==> config.mk <==
export PLATFORM = sky130hd
export DESIGN_NAME = row_col_transposer
export DESIGN_NICKNAME = d
export VERILOG_FILES = /design/src/rtl/xpose_pkg.sv /design/src/rtl/xp_ctrl.sv /design/src/rtl/xp_lastfind.sv /design/src/rtl/xp_accum.sv /design/src/rtl/row_col_transposer.sv
export SDC_FILE = /design/constraint.sdc
export NUM_CORES = 2
export LEC_CHECK = 0
export BUFFER_PORTS_ARGS = -buffer_cell sky130_fd_sc_hd__buf_2
export CAP_MARGIN = 20
export CORE_ASPECT_RATIO = 2
export CORE_MARGIN = 8
export CORE_UTILIZATION = 50
export DETAILED_ROUTE_END_ITERATION = 16
export PLACE_DENSITY = 0.68
export RECOVER_POWER = 100
export SYNTH_ARGS = -nofsm -noshare
export SYNTH_HDL_FRONTEND = slang
export SYNTH_SLANG_ARGS = --single-unit
==> constraint.sdc <==
create_clock -name clk -period 33.5 [get_ports clk]
set_input_delay 1.675 -clock clk [delete_from_list [all_inputs] [get_ports clk]]
set_output_delay 1.675 -clock clk [all_outputs]
set_load 0.02 [all_outputs]
==> src/rtl/xpose_pkg.sv <==
package xpose_pkg;

    typedef enum logic [1:0] {
        XP_IDLE   = 2'd0,
        XP_LOAD   = 2'd1,
        XP_STREAM = 2'd2
    } xp_state_e;

    // Half of the line (0 = left, 1 = right) that a column belongs to.
    function automatic int half_of(input int col, input int wbits);
        return col / wbits;
    endfunction

    // Bit of a row word that feeds a given column: first column takes the MSB.
    function automatic int bitpos_of(input int col, input int wbits);
        return wbits - 1 - (col % wbits);
    endfunction

endpackage

==> src/rtl/xp_ctrl.sv <==
module xp_ctrl
    import xpose_pkg::*;
#(
    parameter int N_WORDS = 24,
    parameter int N_COLS  = 72,
    parameter int AW      = 5,
    parameter int CW      = 7
) (
    input  logic          clk,
    input  logic          rst,
    input  logic          start_i,
    input  logic          bin_mode_i,
    input  logic [CW-1:0] last_col_i,
    output logic          clr_cols_o,
    output logic          ld_en_o,
    output logic [AW-1:0] ld_idx_o,
    output logic          st_en_o,
    output logic [CW-1:0] col_idx_o,
    output logic          last_o,
    output logic          bin_q_o
);
    localparam int CNT_W = (AW > CW) ? AW : CW;

    xp_state_e        state;
    logic [CNT_W-1:0] cnt;
    logic             load_done;
    logic             at_last;

    assign load_done = (cnt == CNT_W'(N_WORDS - 1));
    assign at_last   = (cnt[CW-1:0] == last_col_i);

    always_ff @(posedge clk) begin
        if (rst) begin
            state   <= XP_IDLE;
            cnt     <= '0;
            bin_q_o <= 1'b0;
        end else begin
            unique case (state)
                XP_IDLE: begin
                    if (start_i) begin
                        state   <= XP_LOAD;
                        cnt     <= '0;
                        bin_q_o <= bin_mode_i;
                    end
                end
                XP_LOAD: begin
                    if (load_done) begin
                        state <= XP_STREAM;
                        cnt   <= '0;
                    end else begin
                        cnt <= cnt + CNT_W'(1);
                    end
                end
                XP_STREAM: begin
                    if (at_last) begin
                        state <= XP_IDLE;
                        cnt   <= '0;
                    end else begin
                        cnt <= cnt + CNT_W'(1);
                    end
                end
                default: state <= XP_IDLE;
            endcase
        end
    end

    assign clr_cols_o = (state == XP_IDLE) && start_i;
    assign ld_en_o    = (state == XP_LOAD);
    assign ld_idx_o   = cnt[AW-1:0];
    assign st_en_o    = (state == XP_STREAM);
    assign col_idx_o  = cnt[CW-1:0];
    assign last_o     = (state == XP_STREAM) && at_last;

    if (N_COLS < 2) begin : g_bad_cols
        initial $error("xp_ctrl: N_COLS too small");
    end
endmodule

==> src/rtl/xp_lastfind.sv <==
module xp_lastfind #(
    parameter int N_COLS = 72,
    parameter int CW     = 7
) (
    input  logic [N_COLS-1:0] nz_i,
    output logic [CW-1:0]     last_o
);
    always_comb begin
        last_o = '0;
        for (int c = 0; c < N_COLS; c++) begin
            if (nz_i[c]) last_o = CW'(c);
        end
    end
endmodule

==> src/rtl/xp_accum.sv <==
module xp_accum
    import xpose_pkg::*;
#(
    parameter int WORD_W = 36,
    parameter int ROW_W  = 12,
    parameter int N_COLS = 72,
    parameter int AW     = 5,
    parameter int CW     = 7
) (
    input  logic              clk,
    input  logic              rst,
    input  logic              clr_i,
    input  logic              ld_en_i,
    input  logic [AW-1:0]     ld_idx_i,
    input  logic [WORD_W-1:0] data_i,
    input  logic [CW-1:0]     rd_col_i,
    output logic [ROW_W-1:0]  code_o,
    output logic [N_COLS-1:0] nz_o
);
    logic [ROW_W-1:0] cols [N_COLS];
    logic [AW-2:0]    row_sel;

    assign row_sel = ld_idx_i[AW-1:1];

    for (genvar c = 0; c < N_COLS; c++) begin : g_col
        localparam int HALF = half_of(c, WORD_W);
        localparam int BITP = bitpos_of(c, WORD_W);

        always_ff @(posedge clk) begin
            if (rst || clr_i) begin
                cols[c] <= '0;
            end else if (ld_en_i && (ld_idx_i[0] == 1'(HALF))) begin
                cols[c] <= cols[c] | (ROW_W'(data_i[BITP]) << row_sel);
            end
        end

        assign nz_o[c] = |cols[c];
    end

    assign code_o = cols[rd_col_i];
endmodule

==> src/rtl/row_col_transposer.sv <==
module row_col_transposer
    import xpose_pkg::*;
#(
    parameter int N_WORDS = 24,
    parameter int WORD_W  = 36,
    localparam int ROW_W  = N_WORDS / 2,
    localparam int N_COLS = 2 * WORD_W,
    localparam int AW     = $clog2(N_WORDS),
    localparam int CW     = $clog2(N_COLS)
) (
    input  logic              clk,
    input  logic              rst,
    input  logic              start_i,
    input  logic              bin_mode_i,
    output logic [AW-1:0]     rd_addr_o,
    input  logic [WORD_W-1:0] rd_data_i,
    output logic              clr_o,
    output logic              col_valid_o,
    output logic              col_last_o,
    output logic [CW-1:0]     col_idx_o,
    output logic [ROW_W-1:0]  col_code_o,
    output logic              col_mark_o
);
    logic              clr_cols;
    logic              ld_en;
    logic [AW-1:0]     ld_idx;
    logic              st_en;
    logic [CW-1:0]     st_idx;
    logic              st_last;
    logic              bin_q;
    logic [CW-1:0]     last_col;
    logic [ROW_W-1:0]  code_raw;
    logic [N_COLS-1:0] col_nz;

    xp_ctrl #(
        .N_WORDS(N_WORDS), .N_COLS(N_COLS), .AW(AW), .CW(CW)
    ) u_ctrl (
        .clk(clk), .rst(rst), .start_i(start_i), .bin_mode_i(bin_mode_i),
        .last_col_i(last_col), .clr_cols_o(clr_cols), .ld_en_o(ld_en),
        .ld_idx_o(ld_idx), .st_en_o(st_en), .col_idx_o(st_idx),
        .last_o(st_last), .bin_q_o(bin_q)
    );

    xp_accum #(
        .WORD_W(WORD_W), .ROW_W(ROW_W), .N_COLS(N_COLS), .AW(AW), .CW(CW)
    ) u_accum (
        .clk(clk), .rst(rst), .clr_i(clr_cols), .ld_en_i(ld_en),
        .ld_idx_i(ld_idx), .data_i(rd_data_i), .rd_col_i(st_idx),
        .code_o(code_raw), .nz_o(col_nz)
    );

    xp_lastfind #(
        .N_COLS(N_COLS), .CW(CW)
    ) u_last (
        .nz_i(col_nz), .last_o(last_col)
    );

    assign rd_addr_o   = ld_en ? ld_idx : '0;
    assign clr_o       = ld_en;
    assign col_valid_o = st_en;
    assign col_last_o  = st_last;
    assign col_idx_o   = st_en ? st_idx : '0;
    assign col_code_o  = (st_en && !bin_q) ? code_raw : '0;
    assign col_mark_o  = st_en && (|code_raw);
endmodule

# Word level (Yosys, flattened, before mapping)

Memories as Yosys holds them, arrays and structs flattened. A register that Yosys moved wholly into a read port is not among the register bits.
Index checks and enable logic that the tools add are counted.

Register bits after elaboration: 10
Latch bits: 0
RAM bits: 864
Bits in read-only memories: 0
Memories kept: 1

Memories:

| memory       | depth | width | rd ports | clocked after memory_dff | write ports | RTL line       | text |
|---|---|---|---|---|---|---|---|
| u_accum.cols | 72    | 12    | 73       | 1                        | 72          | xp_accum.sv:20 | `logic [ROW_W-1:0] cols [N_COLS];` |

$add $sub $neg: 1
Multipliers: 0
Div/mod/pow operators: 0
$lt $le $gt $ge: 0
Equal/unequal tests: 7
Shifts and indexed selects: 36
Muxes and demuxes: 164
Bitwise gates (word level): 145
Reductions and logical operators: 85

Operators with widths:

| operator            | count |
|---|---|
| $mux 12             | 73 |
| $or 12x12->12       | 72 |
| $reduce_or 12->1    | 72 |
| $shl 1x4->12        | 36 |
| $mux 6              | 32 |
| $mux 7              | 14 |
| $mux 5              | 17 |
| $or 1x1->1          | 72 |
| $mux 4              | 8 |
| $pmux 7 s3          | 1 |
| $mux 3              | 4 |
| $mux 2              | 5 |
| $mux 1              | 9 |
| $add 7x1->7 const B | 1 |
| $eq 7x5->1 const B  | 1 |
| $eq 7x7->1          | 1 |
| $logic_and 1x1->1   | 6 |
| $pmux 2 s3          | 1 |
| $ne 2x1->1 const B  | 2 |
| $reduce_and 2->1    | 2 |
| $reduce_and 3->1    | 1 |
| $reduce_bool 3->1   | 1 |
| $eq 2x1->1 const B  | 1 |
| $eq 2x2->1 const B  | 1 |
| other kinds (5)     | 5 |

# Depth between registers and ports, before layout

An unclocked memory read counts as a cell.

Depth in word-level cells: 78
Depth in mapped cells: 11
Depth with buffers taken out: 11

# Hierarchy

From an unflattened synthesis, not the netlist that was laid out.

Cells, all modules: 3942
Area total of the unflattened synthesis: 45297.2 µm²

Modules (own cells, without submodules):

| module             | times used | cells an instance | area each (µm²) |
|---|---|---|---|
| xp_accum           | 1          | 3660              | 43394.1 |
| xp_lastfind        | 1          | 152               | 893.4 |
| xp_ctrl            | 1          | 99                | 792.0 |
| row_col_transposer | 1          | 31                | 217.7 |

# Least setup slack after synthesis

Ideal clock, no wire load.

Path type: flip-flop to flip-flop
Start: register u_ctrl.state[1]
End: memory u_accum.cols[0][0] (enable)
Library setup time: 1.825 ns
Arrival time: 30.891 ns
Data required time: 31.675 ns
Path slack: 0.783 ns
Cell stages (with the launch flop): 5
Clock period less this slack: 32.717 ns
Path through: dfxtp_1 -> inv_1 -> ha_1 -> inv_1 -> o21ai_0

RTL lines:

| what                   | RTL line       | text |
|---|---|---|
| from (decl)            | xp_ctrl.sv:24  | `xp_state_e state;` |
| from (signal assigned) | xp_ctrl.sv:34  | `state <= XP_IDLE;` |
| from (signal assigned) | xp_ctrl.sv:41  | `state <= XP_LOAD;` |
| from (signal assigned) | xp_ctrl.sv:48  | `state <= XP_STREAM;` |
| to (decl)              | xp_accum.sv:20 |  |

==> flow_summary.ini <==
[synthesis]
synth-edff-count = 864
syn_area_um2 = 45000
synth_top_family_by_area = multiplexers
syn_nets = 3857
muxShareOfSynthArea_pct = 14.2
yosysUniqueCellTypes = 66
synthSimpleGateAreaFrac_pct = 13.2
synth_xor_area_share_pct = 0.0389
netlist_instances = 3813
ys_seq_area_share_pct = 58.4
async_reset_ff_share_pct = 0
synth-seq-cells = 881
synth.yosys.warnings = 0
synth_compound_area_share_pct = 11.2
syn_avg_cell_area_um2 = 11.8
synthAdderAreaFrac_pct = 0.111
synth_flop_cell = edfxtp_1

[clock_network]
clk_pin_slew_ns = 0.07
numCtsBuffers = 76
hold_buffers = 0
cts-resized-gates = 0
clkLatencyLatePin_ns = 0.69
postCtsSetupBuffers = 0
cts_sinks = 881
cts_max_path_buffers = 3
cts_root_buf = clkbuf_16
cts_tree = done
h-tree-depth = 3

[status]
violations = max-capacitance violations, max-slew violations
status = finished, violations left

[sta]
fmax_ghz = 0.0766
worstMarginPinSlew_ns = 4.62
fin_crit_sh_pct = 39.0
slew_violations = 1967
layout_min_cycle_time_ns = 13.06
relSlewSlack_pct = -208
hold_viol_final = 0
grt_setup_unrepaired = false
skew_ns = 0.0281
setup_tns_ns = 0
setup_viol = 0

[setup_path]
cp_slowest_stage_delay_ns = 2.99
ff2ff_path_depth = 9
crit_required_ns = 33.84
reg2reg_slack_ns = 20.81
worst_setup_path_start_kind = input port
cp_cell_sequence = clkbuf_1 -> a21oi_1 -> nand2_1 -> clkbuf_1 -> clkbuf_1 -> clkbuf_1 -> clkbuf_1 -> nor2_1
path_max_fanout = 89
critical-path-slowest-cell = clkbuf_1
worstSetupPathType = in2reg
cp-end-kind = flip-flop
crit_top_cell = clkbuf_1
arrival_ns = 13.40

[finish]
nets = 3738
layoutNonFillerInstCount = 4940
mostFrequentLayoutCells = nor2_1, a21oi_1, edfxtp_1, mux4_2, nor4_1
n_fill_cell = 7666
final_common_cell = nor2_1
drive_above_1_share_pct = 13.1
syn_to_final_growth_pct = 7.63

[drt]
num_vias = 35600
drc = 0
firstDrtPassIters = 6
drt_iter0_drc = 5938
wl_met2_um = 79900
wl_met3_um = 15500
drt-met1-wl_um = 50300
ant_nets = 0
top_layer = met5
wirelength_um = 163000
wl_per_cell_um = 32.9
viasPerCell = 7.20

[grt]
grt_pass1_wl_um = 235000
grt_overflow_total = 0
grt_pass1_vias = 34100
track_usage_pct = 31.6
grt_start_max_net_pins = 162
antenna_found_initial = 14

[power]
power.leakage_uw = 0.0154
max-vdd-ir-drop_mv = 0.0730
seq_power_share_pct = 52.1
intPower_uw = 2430
power_density_nw_per_um2 = 77.6
p_switching_uw = 1330
p_sw_share_pct = 35.3
power_frac_clock_pct = 24.3
pwr-share-comb_pct = 23.6

[flow_run]
cap_violations = 29

[place]
io_buffers = 67
gp_routability_congestion = 1.03
place_inst = 4780
dp_hpwl_um = 107000

[floorplanning]
die_h_um = 440
die_area_um2 = 100000
core_area_um2 = 89200
start_util_pct = 50.5
fp.dieW_um = 228
num_rows = 155
io_pins = 68

[worst_hold_path]
hold_depth = 2
hp-class = reg2reg
[state kept, by name (all words and copies together), names as in the netlist, named ones only]
name              count
u_accum.cols        864
u_ctrl.bin_q_o        1
u_ctrl.col_idx_o      7
u_ctrl.state          2
[metal layers]
| layer | track usage [%] | vias up |
|---|---|---|
| met3 | 6.43 | 793 |
| met1 | 33.9 | 17600 |
| met5 | 0.536 | - |
| li1 | - | 14400 |
| met2 | 54.1 | 2799 |
| met4 | 25.2 | 16 |
[power by group through the flow]
stage | Clock [µW] | Sequential (µW) | Combinational, µW
after global routing | 948 | 1970 | 931
final | 914 | 1960 | 887
after CTS | 915 | 1910 | 851
after floorplan | 0 | 2050 | 585
after detailed placement | 0 | 1930 | 848
after global placement | 0 | 1920 | 833
[final timing paths]
check / start / end
hold / removal: u_ctrl.bin_q_o / u_ctrl.bin_q_o
setup reg to reg: u_ctrl.state[1] / u_accum.cols[51][0]
hold reg to reg: u_ctrl.bin_q_o / u_ctrl.bin_q_o
setup / recovery: start_i / u_accum.cols[51][0]
[per-stage QoR]
step,utilization (%),power [µW],hold WS [ns],setup WS [ns],cell area [µm²]
floorplan,-,2640,0.425,0.783,45000
global placement,51.6,2760,0.444,27.12,46000
detailed placement,51.6,2770,0.470,27.13,46100
CTS,54.4,3670,0.481,26.40,48500
global route,54.3,3850,0.520,19.53,48400
finish,54.3,3760,0.477,20.44,48400
[area by class of cell]
class,count,area (µm²),share of cell area (%)
diodes,8,20.0,0.0413
clock inverters,48,444,0.917
well taps,1177,1470,3.04
flip-flops and latches,881,26300,54.3
repair buffers,126,674,1.39
multi-input cells,2601,17500,36.1
clock buffers,91,2000,4.13
inverters,8,30.0,0.0620
[critical path, delay by kind of cell]
family / cells / cell delay (ns)
AO/OA/AOI/OAI: 1 / 0.19
AND/OR/NAND/NOR: 2 / 1.56
buffers and inverters: 5 / 9.76
[cells in the mapped netlist, drive strengths merged, types with 2 or more instances]
cell	n	area, µm²
mux4	276	6230
nor3	15	80.1
o21ai	33	165
dfxtp	17	340
clkbuf	291	1090
o31ai	2	15.0
nand4	7	43.8
a22o	3	26.3
o211ai	5	42.5
or2	4	25.0
a31oi	2	12.5
nand2	33	131
a2111oi	5	43.8
nor2	912	3420
nand2b	11	68.8
nor4	233	1480
a311oi	2	17.5
a21oi	876	4390
a211oi	10	80.1
or4	3	22.5
a21boi	2	15.0
mux2i	13	130
inv	8	30.0
nor2b	7	43.8
a21o	2	15.0
buf	32	149
and2	10	62.6
and4	3	26.3
o21a	2	15.0
or3	3	18.8
a221oi	4	41.3
edfxtp	864	25900
a211o	2	17.5
nand3b	2	15.0
mux2	2	22.5
and3	19	119
ha	4	50.1
nand3	72	360
a41oi	5	43.8
[cell families (layout without fill, tap and decap cells)]
logic type | Yosys count | in the layout
AND/OR/NAND/NOR | 1337 | 1337
AO/OA/AOI/OAI | 967 | 967
flip-flops | 881 | 881
buffers and inverters | 331 | 273
multiplexers | 291 | 291
adder cells (fa/ha/maj) | 4 | 4
XOR/XNOR | 2 | 2
other | 0 | 8
No activity file was read; power rests on OpenSTA's default activity.
